**src/rtl/fpht_pkg.sv**
```systemverilog
package fpht_pkg;

   typedef enum logic [3:0] {
      FC_NONE    = 4'd0,
      FC_ADD     = 4'd1,
      FC_CONST   = 4'd2,
      FC_MUL_SP  = 4'd3,
      FC_MUL_DP  = 4'd4,
      FC_FMA_DP  = 4'd5,
      FC_VEC_MUL = 4'd6,
      FC_DIV_SP  = 4'd7,
      FC_DIV_DP  = 4'd8,
      FC_MOVE    = 4'd9
   } fp_class_e;

   function automatic logic cls_is_mul(input logic [3:0] c);
      return (c == FC_MUL_SP) || (c == FC_MUL_DP) ||
             (c == FC_FMA_DP) || (c == FC_VEC_MUL);
   endfunction

   function automatic logic cls_is_div(input logic [3:0] c);
      return (c == FC_DIV_SP) || (c == FC_DIV_DP);
   endfunction

   function automatic logic cls_is_add(input logic [3:0] c);
      return (c == FC_ADD) || (c == FC_CONST);
   endfunction

endpackage

```
**src/rtl/fpht_hold_counter.sv**
```systemverilog
module fpht_hold_counter #(
   parameter int MAX_HOLD = 3,
   localparam int W = (MAX_HOLD < 1) ? 1 : $clog2(MAX_HOLD + 1)
) (
   input  logic         clk,
   input  logic         rst_n,
   input  logic         clr,
   input  logic         load,
   input  logic [W-1:0] load_val,
   output logic         held
);

   logic [W-1:0] cnt_q;

   if (MAX_HOLD < 1) begin : g_bad_max
      $error("fpht_hold_counter: MAX_HOLD must be at least 1");
   end

   always_ff @(posedge clk or negedge rst_n) begin
      if (!rst_n)             cnt_q <= '0;
      else if (clr)           cnt_q <= '0;
      else if (load)          cnt_q <= load_val;
      else if (cnt_q != '0)   cnt_q <= cnt_q - 1'b1;
   end

   assign held = (cnt_q != '0);

endmodule

```
**src/rtl/fpht_div_tracker.sv**
```systemverilog
module fpht_div_tracker #(
   parameter int SLOTS  = 2,
   parameter int TAG_W  = 5,
   parameter int LAT_SP = 16,
   parameter int LAT_DP = 31,
   localparam int LW = $clog2(LAT_DP + 1)
) (
   input  logic             clk,
   input  logic             rst_n,
   input  logic             clr,
   input  logic             start,
   input  logic             start_dp,
   input  logic [TAG_W-1:0] start_tag,
   output logic             space,
   output logic             done,
   output logic [TAG_W-1:0] done_tag
);

   localparam logic [LW-1:0] LOAD_SP = LW'(LAT_SP);
   localparam logic [LW-1:0] LOAD_DP = LW'(LAT_DP);

   logic [SLOTS-1:0]             free_v;
   logic [SLOTS-1:0]             fin_v;
   logic [SLOTS-1:0]             grant_v;
   logic [SLOTS-1:0][TAG_W-1:0]  fin_tag;

   if (SLOTS < 1) begin : g_bad_slots
      $error("fpht_div_tracker: SLOTS must be at least 1");
   end
   if (LAT_SP < 2 || LAT_DP < 2) begin : g_bad_lat
      $error("fpht_div_tracker: latencies must be at least 2");
   end

   always_comb begin
      logic found;
      found   = 1'b0;
      grant_v = '0;
      for (int i = 0; i < SLOTS; i++) begin
         if (free_v[i] && !found) begin
            grant_v[i] = 1'b1;
            found      = 1'b1;
         end
      end
   end

   for (genvar g = 0; g < SLOTS; g++) begin : g_slot
      logic [LW-1:0]    cnt_q;
      logic [TAG_W-1:0] tag_q;

      always_ff @(posedge clk or negedge rst_n) begin
         if (!rst_n) begin
            cnt_q <= '0;
            tag_q <= '0;
         end else if (clr) begin
            cnt_q <= '0;
         end else if (start && grant_v[g]) begin
            cnt_q <= start_dp ? LOAD_DP : LOAD_SP;
            tag_q <= start_tag;
         end else if (cnt_q != '0) begin
            cnt_q <= cnt_q - 1'b1;
         end
      end

      assign free_v[g]  = (cnt_q == '0);
      assign fin_v[g]   = (cnt_q == LW'(1));
      assign fin_tag[g] = fin_v[g] ? tag_q : '0;
   end

   always_comb begin
      done_tag = '0;
      for (int i = 0; i < SLOTS; i++) done_tag = done_tag | fin_tag[i];
   end

   assign done  = |fin_v;
   assign space = |free_v;

   // two results never complete in the same cycle
   assert_single_done_R9: assert property (@(posedge clk) disable iff (!rst_n)
      $onehot0(fin_v));

   // a completing slot reports only once
   assert_done_pulse_R9: assert property (@(posedge clk) disable iff (!rst_n)
      (done && !(start && grant_v == fin_v)) |=> !(fin_v & $past(fin_v)));

endmodule

```
**src/rtl/fpht_issue_ctrl.sv**
```systemverilog
module fpht_issue_ctrl
   import fpht_pkg::*;
(
   input  logic [3:0] op_class,
   input  logic       flush,
   input  logic       slot_hold,
   input  logic       mul_held,
   input  logic       div_held,
   input  logic       div_space,
   output logic       issue_ok
);

   always_comb begin
      if (flush || slot_hold) begin
         issue_ok = 1'b0;
      end else if (cls_is_mul(op_class)) begin
         issue_ok = !mul_held;
      end else if (cls_is_div(op_class)) begin
         issue_ok = !div_held && div_space;
      end else begin
         issue_ok = 1'b1;
      end
   end

endmodule

```
**src/rtl/fp_hazard_tracker.sv**
```systemverilog
module fp_hazard_tracker
   import fpht_pkg::*;
#(
   parameter int TAG_W          = 5,
   parameter int MUL_DP_HOLD    = 3,
   parameter int FMA_DP_HOLD    = 4,
   parameter int VEC_MUL_CYCLES = 2,
   parameter int DIV_SP_HOLD    = 13,
   parameter int DIV_DP_HOLD    = 28,
   parameter int DIV_SP_LAT     = 16,
   parameter int DIV_DP_LAT     = 31,
   parameter int DONE_SLOTS     = 2
) (
   input  logic             clk,
   input  logic             rst_n,
   input  logic             flush,
   input  logic             op_valid,
   input  logic [3:0]       op_class,
   input  logic [TAG_W-1:0] op_tag,
   output logic             issue_ok,
   output logic             mul_busy,
   output logic             add_busy,
   output logic             div_busy,
   output logic             div_done,
   output logic [TAG_W-1:0] div_done_tag
);

   localparam int VEC_HOLD = VEC_MUL_CYCLES - 1;
   localparam int MUL_MAX  = (MUL_DP_HOLD > FMA_DP_HOLD)
                           ? ((MUL_DP_HOLD > VEC_HOLD) ? MUL_DP_HOLD : VEC_HOLD)
                           : ((FMA_DP_HOLD > VEC_HOLD) ? FMA_DP_HOLD : VEC_HOLD);
   localparam int DIV_MAX  = (DIV_DP_HOLD > DIV_SP_HOLD) ? DIV_DP_HOLD : DIV_SP_HOLD;
   localparam int MUL_W    = $clog2(MUL_MAX + 1);
   localparam int DIV_W    = $clog2(DIV_MAX + 1);
   localparam int VEC_W    = (VEC_HOLD < 2) ? 1 : $clog2(VEC_HOLD + 1);

   localparam logic [MUL_W-1:0] LD_MUL_DP = MUL_W'(MUL_DP_HOLD);
   localparam logic [MUL_W-1:0] LD_FMA_DP = MUL_W'(FMA_DP_HOLD);
   localparam logic [MUL_W-1:0] LD_VEC    = MUL_W'(VEC_HOLD);
   localparam logic [DIV_W-1:0] LD_DIV_SP = DIV_W'(DIV_SP_HOLD);
   localparam logic [DIV_W-1:0] LD_DIV_DP = DIV_W'(DIV_DP_HOLD);
   localparam logic [VEC_W-1:0] LD_SLOT   = VEC_W'(VEC_HOLD);

   // elaboration-time parameter checks
   if (TAG_W < 1) begin : g_bad_tag
      $error("fp_hazard_tracker: TAG_W must be at least 1");
   end
   if (VEC_MUL_CYCLES < 2) begin : g_bad_vec
      $error("fp_hazard_tracker: VEC_MUL_CYCLES must be at least 2");
   end
   if (MUL_DP_HOLD < 1 || FMA_DP_HOLD < 1) begin : g_bad_mul
      $error("fp_hazard_tracker: multiply holds must be at least 1");
   end
   if (DIV_SP_LAT <= DIV_SP_HOLD || DIV_DP_LAT <= DIV_DP_HOLD) begin : g_bad_div
      $error("fp_hazard_tracker: divide latency must exceed its hold");
   end

   logic accept;
   logic acc_mul, acc_div, acc_add, acc_vec;
   logic mul_held, div_held, slot_hold, div_space;
   logic [MUL_W-1:0] mul_load_val;
   logic             mul_load;
   logic [DIV_W-1:0] div_load_val;

   fpht_issue_ctrl i_issue (
      .op_class  (op_class),
      .flush     (flush),
      .slot_hold (slot_hold),
      .mul_held  (mul_held),
      .div_held  (div_held),
      .div_space (div_space),
      .issue_ok  (issue_ok)
   );

   assign accept  = op_valid && issue_ok;
   assign acc_mul = accept && cls_is_mul(op_class);
   assign acc_div = accept && cls_is_div(op_class);
   assign acc_add = accept && cls_is_add(op_class);
   assign acc_vec = accept && (op_class == FC_VEC_MUL);

   always_comb begin
      mul_load     = 1'b0;
      mul_load_val = '0;
      if (accept) begin
         case (op_class)
            FC_MUL_DP:  begin mul_load = 1'b1; mul_load_val = LD_MUL_DP; end
            FC_FMA_DP:  begin mul_load = 1'b1; mul_load_val = LD_FMA_DP; end
            FC_VEC_MUL: begin mul_load = 1'b1; mul_load_val = LD_VEC;    end
            default:    ;
         endcase
      end
   end

   assign div_load_val = (op_class == FC_DIV_DP) ? LD_DIV_DP : LD_DIV_SP;

   fpht_hold_counter #(.MAX_HOLD(MUL_MAX)) i_mul_hold (
      .clk (clk), .rst_n (rst_n), .clr (flush),
      .load (mul_load), .load_val (mul_load_val), .held (mul_held)
   );

   fpht_hold_counter #(.MAX_HOLD(DIV_MAX)) i_div_hold (
      .clk (clk), .rst_n (rst_n), .clr (flush),
      .load (acc_div), .load_val (div_load_val), .held (div_held)
   );

   fpht_hold_counter #(.MAX_HOLD(VEC_HOLD)) i_slot_hold (
      .clk (clk), .rst_n (rst_n), .clr (flush),
      .load (acc_vec), .load_val (LD_SLOT), .held (slot_hold)
   );

   fpht_div_tracker #(
      .SLOTS (DONE_SLOTS), .TAG_W (TAG_W),
      .LAT_SP (DIV_SP_LAT), .LAT_DP (DIV_DP_LAT)
   ) i_div_track (
      .clk       (clk),
      .rst_n     (rst_n),
      .clr       (flush),
      .start     (acc_div),
      .start_dp  (op_class == FC_DIV_DP),
      .start_tag (op_tag),
      .space     (div_space),
      .done      (div_done),
      .done_tag  (div_done_tag)
   );

   assign mul_busy = mul_held || acc_mul;
   assign div_busy = div_held || acc_div;
   assign add_busy = acc_add;

   // the cycle after a double-precision multiply issues, the pipe is still held
   assert_dp_hold_R3: assert property (@(posedge clk) disable iff (!rst_n)
      (accept && (op_class == FC_MUL_DP || op_class == FC_FMA_DP) && !flush)
      |=> mul_busy);

   // a multiply never issues while the pipe is held by an earlier one
   assert_mul_refused_R4: assert property (@(posedge clk) disable iff (!rst_n)
      (mul_held && cls_is_mul(op_class)) |-> !issue_ok);

   // the cycle after a vector multiply issues, nothing issues
   assert_vec_slots_R6: assert property (@(posedge clk) disable iff (!rst_n)
      acc_vec |=> !issue_ok);

   // the add pipe is in use only when an operation is accepted
   assert_add_issue_R7: assert property (@(posedge clk) disable iff (!rst_n)
      add_busy |-> (op_valid && issue_ok));

   // a divide never issues into a held divider
   assert_div_refused_R8: assert property (@(posedge clk) disable iff (!rst_n)
      (div_held && cls_is_div(op_class)) |-> !issue_ok);

   // a flush leaves every hold released
   assert_flush_clears_R10: assert property (@(posedge clk) disable iff (!rst_n)
      flush |=> (!mul_held && !div_held && !slot_hold && !div_done));

endmodule

```
**config.mk**
```make
export PLATFORM = sky130hd
export DESIGN_NAME = fp_hazard_tracker
export DESIGN_NICKNAME = d
export VERILOG_FILES = /design/src/rtl/fpht_pkg.sv /design/src/rtl/fpht_hold_counter.sv /design/src/rtl/fpht_div_tracker.sv /design/src/rtl/fpht_issue_ctrl.sv /design/src/rtl/fp_hazard_tracker.sv
export SDC_FILE = /design/constraint.sdc
export NUM_CORES = 1
export LEC_CHECK = 0
export CAP_MARGIN = 10
export CORE_UTILIZATION = 40
export DETAILED_ROUTE_END_ITERATION = 8
export GPL_TIMING_DRIVEN = 1
export SLEW_MARGIN = 20
export SYNTH_ARGS = -nofsm -noshare
export SYNTH_HDL_FRONTEND = slang
export SYNTH_SLANG_ARGS = --single-unit
```
**constraint.sdc**
```tcl
create_clock -name clk -period 2.7 [get_ports clk]
set_input_delay 0.54 -clock clk [delete_from_list [all_inputs] [get_ports clk]]
set_output_delay 0.54 -clock clk [all_outputs]
set_load 0.02 [all_outputs]
```
# --- Word level (Yosys, flattened, before mapping) ---
# Cells that the tools add are included.
word_totals:
  latch_bits: 0
  ff_bits: 29
  mem_bits_rw: 0
  rom_bits: 0
  inputBits: 13
  elab_cells: 87
  mem_count: 0
  out_inout_bits: 10
op_classes:
  n_mul: 0
  n_reduce_logical: 35
  addsub: 5
  muxes: 28
  n_lt_le_gt_ge: 0
  n_div: 0
  bitwise_logic: 2
  shifts: 0
  eq_ne: 10
ops:
  columns: ["cell", "count"]
  rows:
  - ["2-to-1 mux 5 bit", 12]
  - ["equality test 4 x 3 -> 1 bit, second input constant", 4]
  - ["nonzero test 3 bit", 5]
  - ["nonzero test 5 bit", 3]
  - ["subtractor 5 x 1 -> 5 bit, second input constant", 3]
  - ["2-to-1 mux 3 bit", 4]
  - ["equality test 5 x 1 -> 1 bit, second input constant", 2]
  - ["logical NOT 5 bit", 2]
  - ["2-to-1 mux 1 bit", 10]
  - ["logical AND 1 bit", 9]
  - ["one-hot mux 3 bit (3 select lines)", 1]
  - ["equality test 4 x 2 -> 1 bit, second input constant", 2]
  - ["logical OR 1 bit", 8]
  - ["OR 5 bit", 1]
  - ["equality test 4 x 1 -> 1 bit, second input constant", 1]
  - ["equality test 4 bit, second input constant", 1]
  - ["2-to-1 mux 4 bit", 1]
  - ["AND reduction 2 bit", 2]
  - ["OR reduction 2 bit", 2]
  - ["logical NOT 1 bit", 3]
  - ["OR reduction 3 bit", 1]
  - ["subtractor 3 x 1 -> 3 bit, second input constant", 1]
  - ["inverter 1 bit", 1]
  - ["subtractor 1 bit, second input constant", 1]

# --- Logic depth before layout (Yosys ltp) ---
logic_depth:
  word_depth: 11
  mapped_depth: 7
  ltp_nobuf: 6

# --- Cells and area by module ---
# From an unflattened synthesis, not the netlist that was laid out.
hier_totals:
  cells_unflattened: 178
  area_unflattened_um2: 1868.0
modules_own_cells:
  columns: ["module", "n_inst", "seq_area_each_um2", "area_per_inst_um2", "cells_each"]
  rows:
  - ["fpht_div_tracker", 1, 500.5, 1099.8, 92]
  - ["fpht_hold_counter (i_div_hold)", 1, 125.1, 310.3, 33]
  - ["fpht_hold_counter (i_mul_hold)", 1, 75.1, 211.5, 21]
  - ["fp_hazard_tracker", 1, 0.0, 155.1, 22]
  - ["fpht_issue_ctrl", 1, 0.0, 57.6, 8]
  - ["fpht_hold_counter (i_slot_hold)", 1, 25.0, 33.8, 2]

# --- Worst setup path after synthesis ---
# OpenSTA, ideal clock, no wires.
synth_path:
  kind: "register to output"
  start: "register i_div_track.g_slot[0].cnt_q[0]"
  end: "output port add_busy"
  n_path_buf: 1
  setup_slack_ns: -0.182
  t_arrival_ns: 2.342
  required_time_ns: 2.160
  path_stages_with_launch: 8
  path_cell_list: "dfrtp_1 > inv_1 > ha_1 > or4b_2 > buf_2 > nand2_1 > a21oi_1 > nor4_1"
synth_between:
  elab_chain_cells: 8
synth_lines:
  columns: ["element", "line", "source"]
  rows:
  - ["start: declaration", "fpht_div_tracker.sv:47", "logic [LW-1:0] cnt_q;"]
  - ["start signal: assignment", "fpht_div_tracker.sv:57", "cnt_q <= start_dp ? LOAD_DP : LOAD_SP;"]
  - ["start signal: assignment", "fpht_div_tracker.sv:60", "cnt_q <= cnt_q - 1'b1;"]
  - ["logical NOT 5 bit", "fpht_div_tracker.sv:64", "assign free_v[g] = (cnt_q == '0);"]
  - ["OR reduction 2 bit", "fpht_div_tracker.sv:75", "assign space = |free_v;"]
  - ["logical AND 1 bit", "fpht_issue_ctrl.sv:19", "issue_ok = !div_held && div_space;"]
  - ["2-to-1 mux 1 bit", "fpht_issue_ctrl.sv:18", "end else if (cls_is_div(op_class)) begin"]
  - ["2-to-1 mux 1 bit", "fpht_issue_ctrl.sv:16", "end else if (cls_is_mul(op_class)) begin"]
  - ["2-to-1 mux 1 bit", "fpht_issue_ctrl.sv:14", "if (flush || slot_hold) begin"]
  - ["logical AND 1 bit", "fp_hazard_tracker.sv:75", "assign accept = op_valid && issue_ok;"]
  - ["logical AND 1 bit", "fp_hazard_tracker.sv:78", "assign acc_add = accept && cls_is_add(op_class);"]
  - ["end: declaration", "fp_hazard_tracker.sv:22", "output logic add_busy,"]
# Every way passes these cells.

# --- Worst setup path after layout ---
layout_path:
  start: "input port op_class[2]"
  end: "output port mul_busy"
layout_between:
  elab_chain_cells: 9
  word_cells_on_any_way: 16
  classes_between: "eq/ne: 6; mux: 3; reduce/logical: 7"
layout_lines:
  columns: ["element", "line", "source"]
  rows:
  - ["start: declaration", "fp_hazard_tracker.sv:18", "input logic [3:0] op_class,"]
  - ["equality test 4 x 2 -> 1 bit or equality test 4 x 3 -> 1 bit (tied branches)", "fpht_pkg.sv:17", "return (c == FC_MUL_SP) || (c == FC_MUL_DP) ||"]
  - ["logical OR 1 bit (2 in series)", "fpht_pkg.sv:17", null]
  - ["logical OR 1 bit", "fpht_pkg.sv:18", "(c == FC_FMA_DP) || (c == FC_VEC_MUL);"]
  - ["2-to-1 mux 1 bit", "fpht_issue_ctrl.sv:16", null]
  - ["2-to-1 mux 1 bit", "fpht_issue_ctrl.sv:14", null]
  - ["logical AND 1 bit", "fp_hazard_tracker.sv:75", null]
  - ["logical AND 1 bit (*)", "fp_hazard_tracker.sv:76", "assign acc_mul = accept && cls_is_mul(op_class);"]
  - ["logical OR 1 bit (*)", "fp_hazard_tracker.sv:126", "assign mul_busy = mul_held || acc_mul;"]
  - ["end: declaration", "fp_hazard_tracker.sv:21", "output logic mul_busy,"]
# Mark *: on every way between the ends. The rest lies on a longest branch, timed or not.

==> results.ini <==
[grt]
grt_pass1_wl_mm=7.07
grt_pass1_vias=1613
grt_max_degree=30
gr-total-overflow=0
grt.total_usage=0.209
antenna_found_initial=0

[min_path]
min_path_cells=1
worstHoldPathType=flip-flop to flip-flop
min_from=i_div_track.g_slot[0].tag_q[2]

[setup_path]
reg2reg_from=i_div_hold.cnt_q[1]
crit_type=input port to output pin
endpoint_kind=output pin
worstPathRequired_ps=2160
crit_fanout=3
worstSetupStartpointType=input port
cp-startpoint=op_class[2]
crit_chain=clkdlybuf4s50_1, buf_4, nor4b_4, nor2_1, a21oi_2, o31ai_2, buf_2
critPathMaxStageDelay_ps=460
r2r_cells=9
critPathSlowestCell=clkdlybuf4s50_1
crit_arrival_ps=2020

[clock_network]
postCtsHoldBufs=0
cts_root_buffer=clkbuf_8
numCtsBuffers=5
clk_latency_ps=280
htree_levels=2
cts_tree=yes
clk_pin_slew_ps=50
cts_buffer_depth=2
cts.sinks=29

[die]
std_cell_rows=23
die_x_um=68.6
core_mm2=0.00414
io_pins=23
die-area_mm2=0.00471
initial_utilization=0.429
die_h_um=68.6

[synth]
syn-cell-area_mm2=0.00178
ys.flop_type=dfrtp_1
yosys.area.top_type=dfrtp_1
avgSynthCellArea_um2=10.4
syn_inst=171
ys.warnings.count=0
ys_seq_elements=29
async_reset_ff_frac=1.00
synth_commonest_cells=dfrtp_1, nand2_1, a21oi_1, inv_1, ha_1
syn-num-nets=194
synth_cell_types=45
ys_top_cells_by_area=dfrtp_1, ha_1, mux2_2
ys_seq_area_frac=0.408
yosysMostFrequentCell=dfrtp_1
netlist.area_leader.share=0.408
synth-edff-count=0

[sta]
finalSetupTns_ps=0
setup_ws_ps=142
whs_ps=509
rsz0062_at_grt=false
finClkSkew_ps=4.68
hold_violations=0
tightest_slew_ps=371
max_freq_ghz=0.391
setup_viol=0
slew_viol_final=0
finalCritPeriodShare=0.947
finalCriticalPeriod_ps=2560
relSlewSlack=0.750

[place]
hpwl_mm=3.11
dpl.cell_count=276
dp_slack_ps=-406
gp_congestion=0.850
port_buffers=22

[power_and_ir_drop]
ir_worst_vdd_mv=0.508
p_leak_uw=0.00128
power_density_mw_per_mm2=1030

[route]
vias_per_cell=5.29
antenna_left=0
wirelength_mm=4.20
drc=0
first_pass_iters=4
vias=1508
first_iter_violations=51
drt-wirelength-per-cell_um=14.7

[layout]
final_util=0.597
area_growth_pct=39.2
fin_nets=257
n_antenna_cell=0
drive_above_1_share=0.349
layoutNonFillerInstCount=285
fill_cells=371

[job]
drv_cap=0

[outcome]
status=completed

==> layout by cell type, fill, tap and decap left out, types with 2 or more instances in the layout <==
master / synthesis / routed
a211oi_1: 4 / 4
nor4b_4: 2 / 2
inv_2: 0 / 4
clkdlybuf4s50_1: 0 / 9
nor2_1: 7 / 7
inv_1: 11 / 7
o21ai_0: 4 / 4
nand4_1: 2 / 2
buf_2: 2 / 3
nand2_1: 16 / 15
a21oi_1: 11 / 10
nor3_1: 4 / 3
or4b_4: 0 / 2
mux2_2: 9 / 9
nor3b_1: 3 / 3
clkbuf_8: 0 / 5
dfrtp_1: 29 / 29
o31ai_1: 4 / 3
a22o_1: 5 / 5
ha_1: 10 / 8
dlymetal6s2s_1: 0 / 8
nor4b_1: 3 / 2
xnor2_1: 4 / 4
mux2i_1: 4 / 4
xor2_1: 7 / 7
clkbuf_1: 5 / 3
buf_4: 0 / 43
==> per-stage QoR <==
step           cell area [µm²]  power [µW]
2_1_floorplan             1790        1610
3_3_place_gp              2340        2110
3_5_place_dp              2340        2170
4_1_cts                   2440        2550
5_1_grt                   2470        2760
6_report                  2470        2550
==> path summary, 6_finish.rpt <==
check	slack (ps)	end
min	510	i_div_track.g_slot[0].tag_q[2]
max in group asynchronous	1790	i_div_track.g_slot[1].tag_q[3]
max reg2reg	520	i_div_track.g_slot[1].tag_q[3]
min reg2reg	510	i_div_track.g_slot[0].tag_q[2]
max	140	mul_busy
min in group asynchronous	640	i_div_track.g_slot[1].cnt_q[4]
==> metal layers <==
metal,vias to the layer above,track usage,share of wire
li1,742,-,-
met1,742,0.231,0.45
met3,8,0.0444,0.023
met5,-,0,0
met4,0,0.0938,0.017
met2,16,0.379,0.51
==> logic make-up (layout without fill, tap and decap cells) <==
kind of cell | Yosys count | count (layout) | share of synthesized area
multiplexers | 14 | 14 | 0.0880
XOR/XNOR | 11 | 11 | 0.0542
buffers and inverters | 19 | 83 | 0.0458
adder cells (fa/ha/maj) | 10 | 10 | 0.0704
AO/OA/AOI/OAI | 37 | 37 | 0.145
AND/OR/NAND/NOR | 51 | 51 | 0.188
flip-flops | 29 | 29 | 0.408
==> critical path: cells and delay by family <==
family                 cells  cell delay (ps)
AOI/OAI and AO/OA          2              290
and+or+nand+nor            2              400
buffers and inverters      3              790
==> state kept, by name, summed over array words and instances, names as in the netlist <==
register,flops
i_div_hold.cnt_q,5
i_slot_hold.held,1
i_mul_hold.cnt_q,3
i_div_track.g_slot.tag_q,10
i_div_track.g_slot.cnt_q,10
==> repair_timing <==
item / 4_1_cts / 5_1_grt
endpoints found under the setup margin: 10 / 10
pin swaps: 2 / 4
setup buffers: 1 / 1
gates resized for setup: 24 / 19
==> area by class of cell <==
class | count | area (µm²) | share of cell area
multi-input combinational | 123 | 1030 | 0.415
clock buffer | 8 | 80.1 | 0.0324
inverter | 11 | 41.3 | 0.0167
tap | 50 | 62.6 | 0.0253
sequential | 29 | 726 | 0.293
timing repair buffer | 64 | 537 | 0.217
==> power by group <==
group	leakage, µW	internal (µW)	switching (µW)
logic	0.000850	767	750
registers	0.000387	596	104
clock network	0.0000395	182	149
Note: power is estimated with default switching activity, not from simulation.
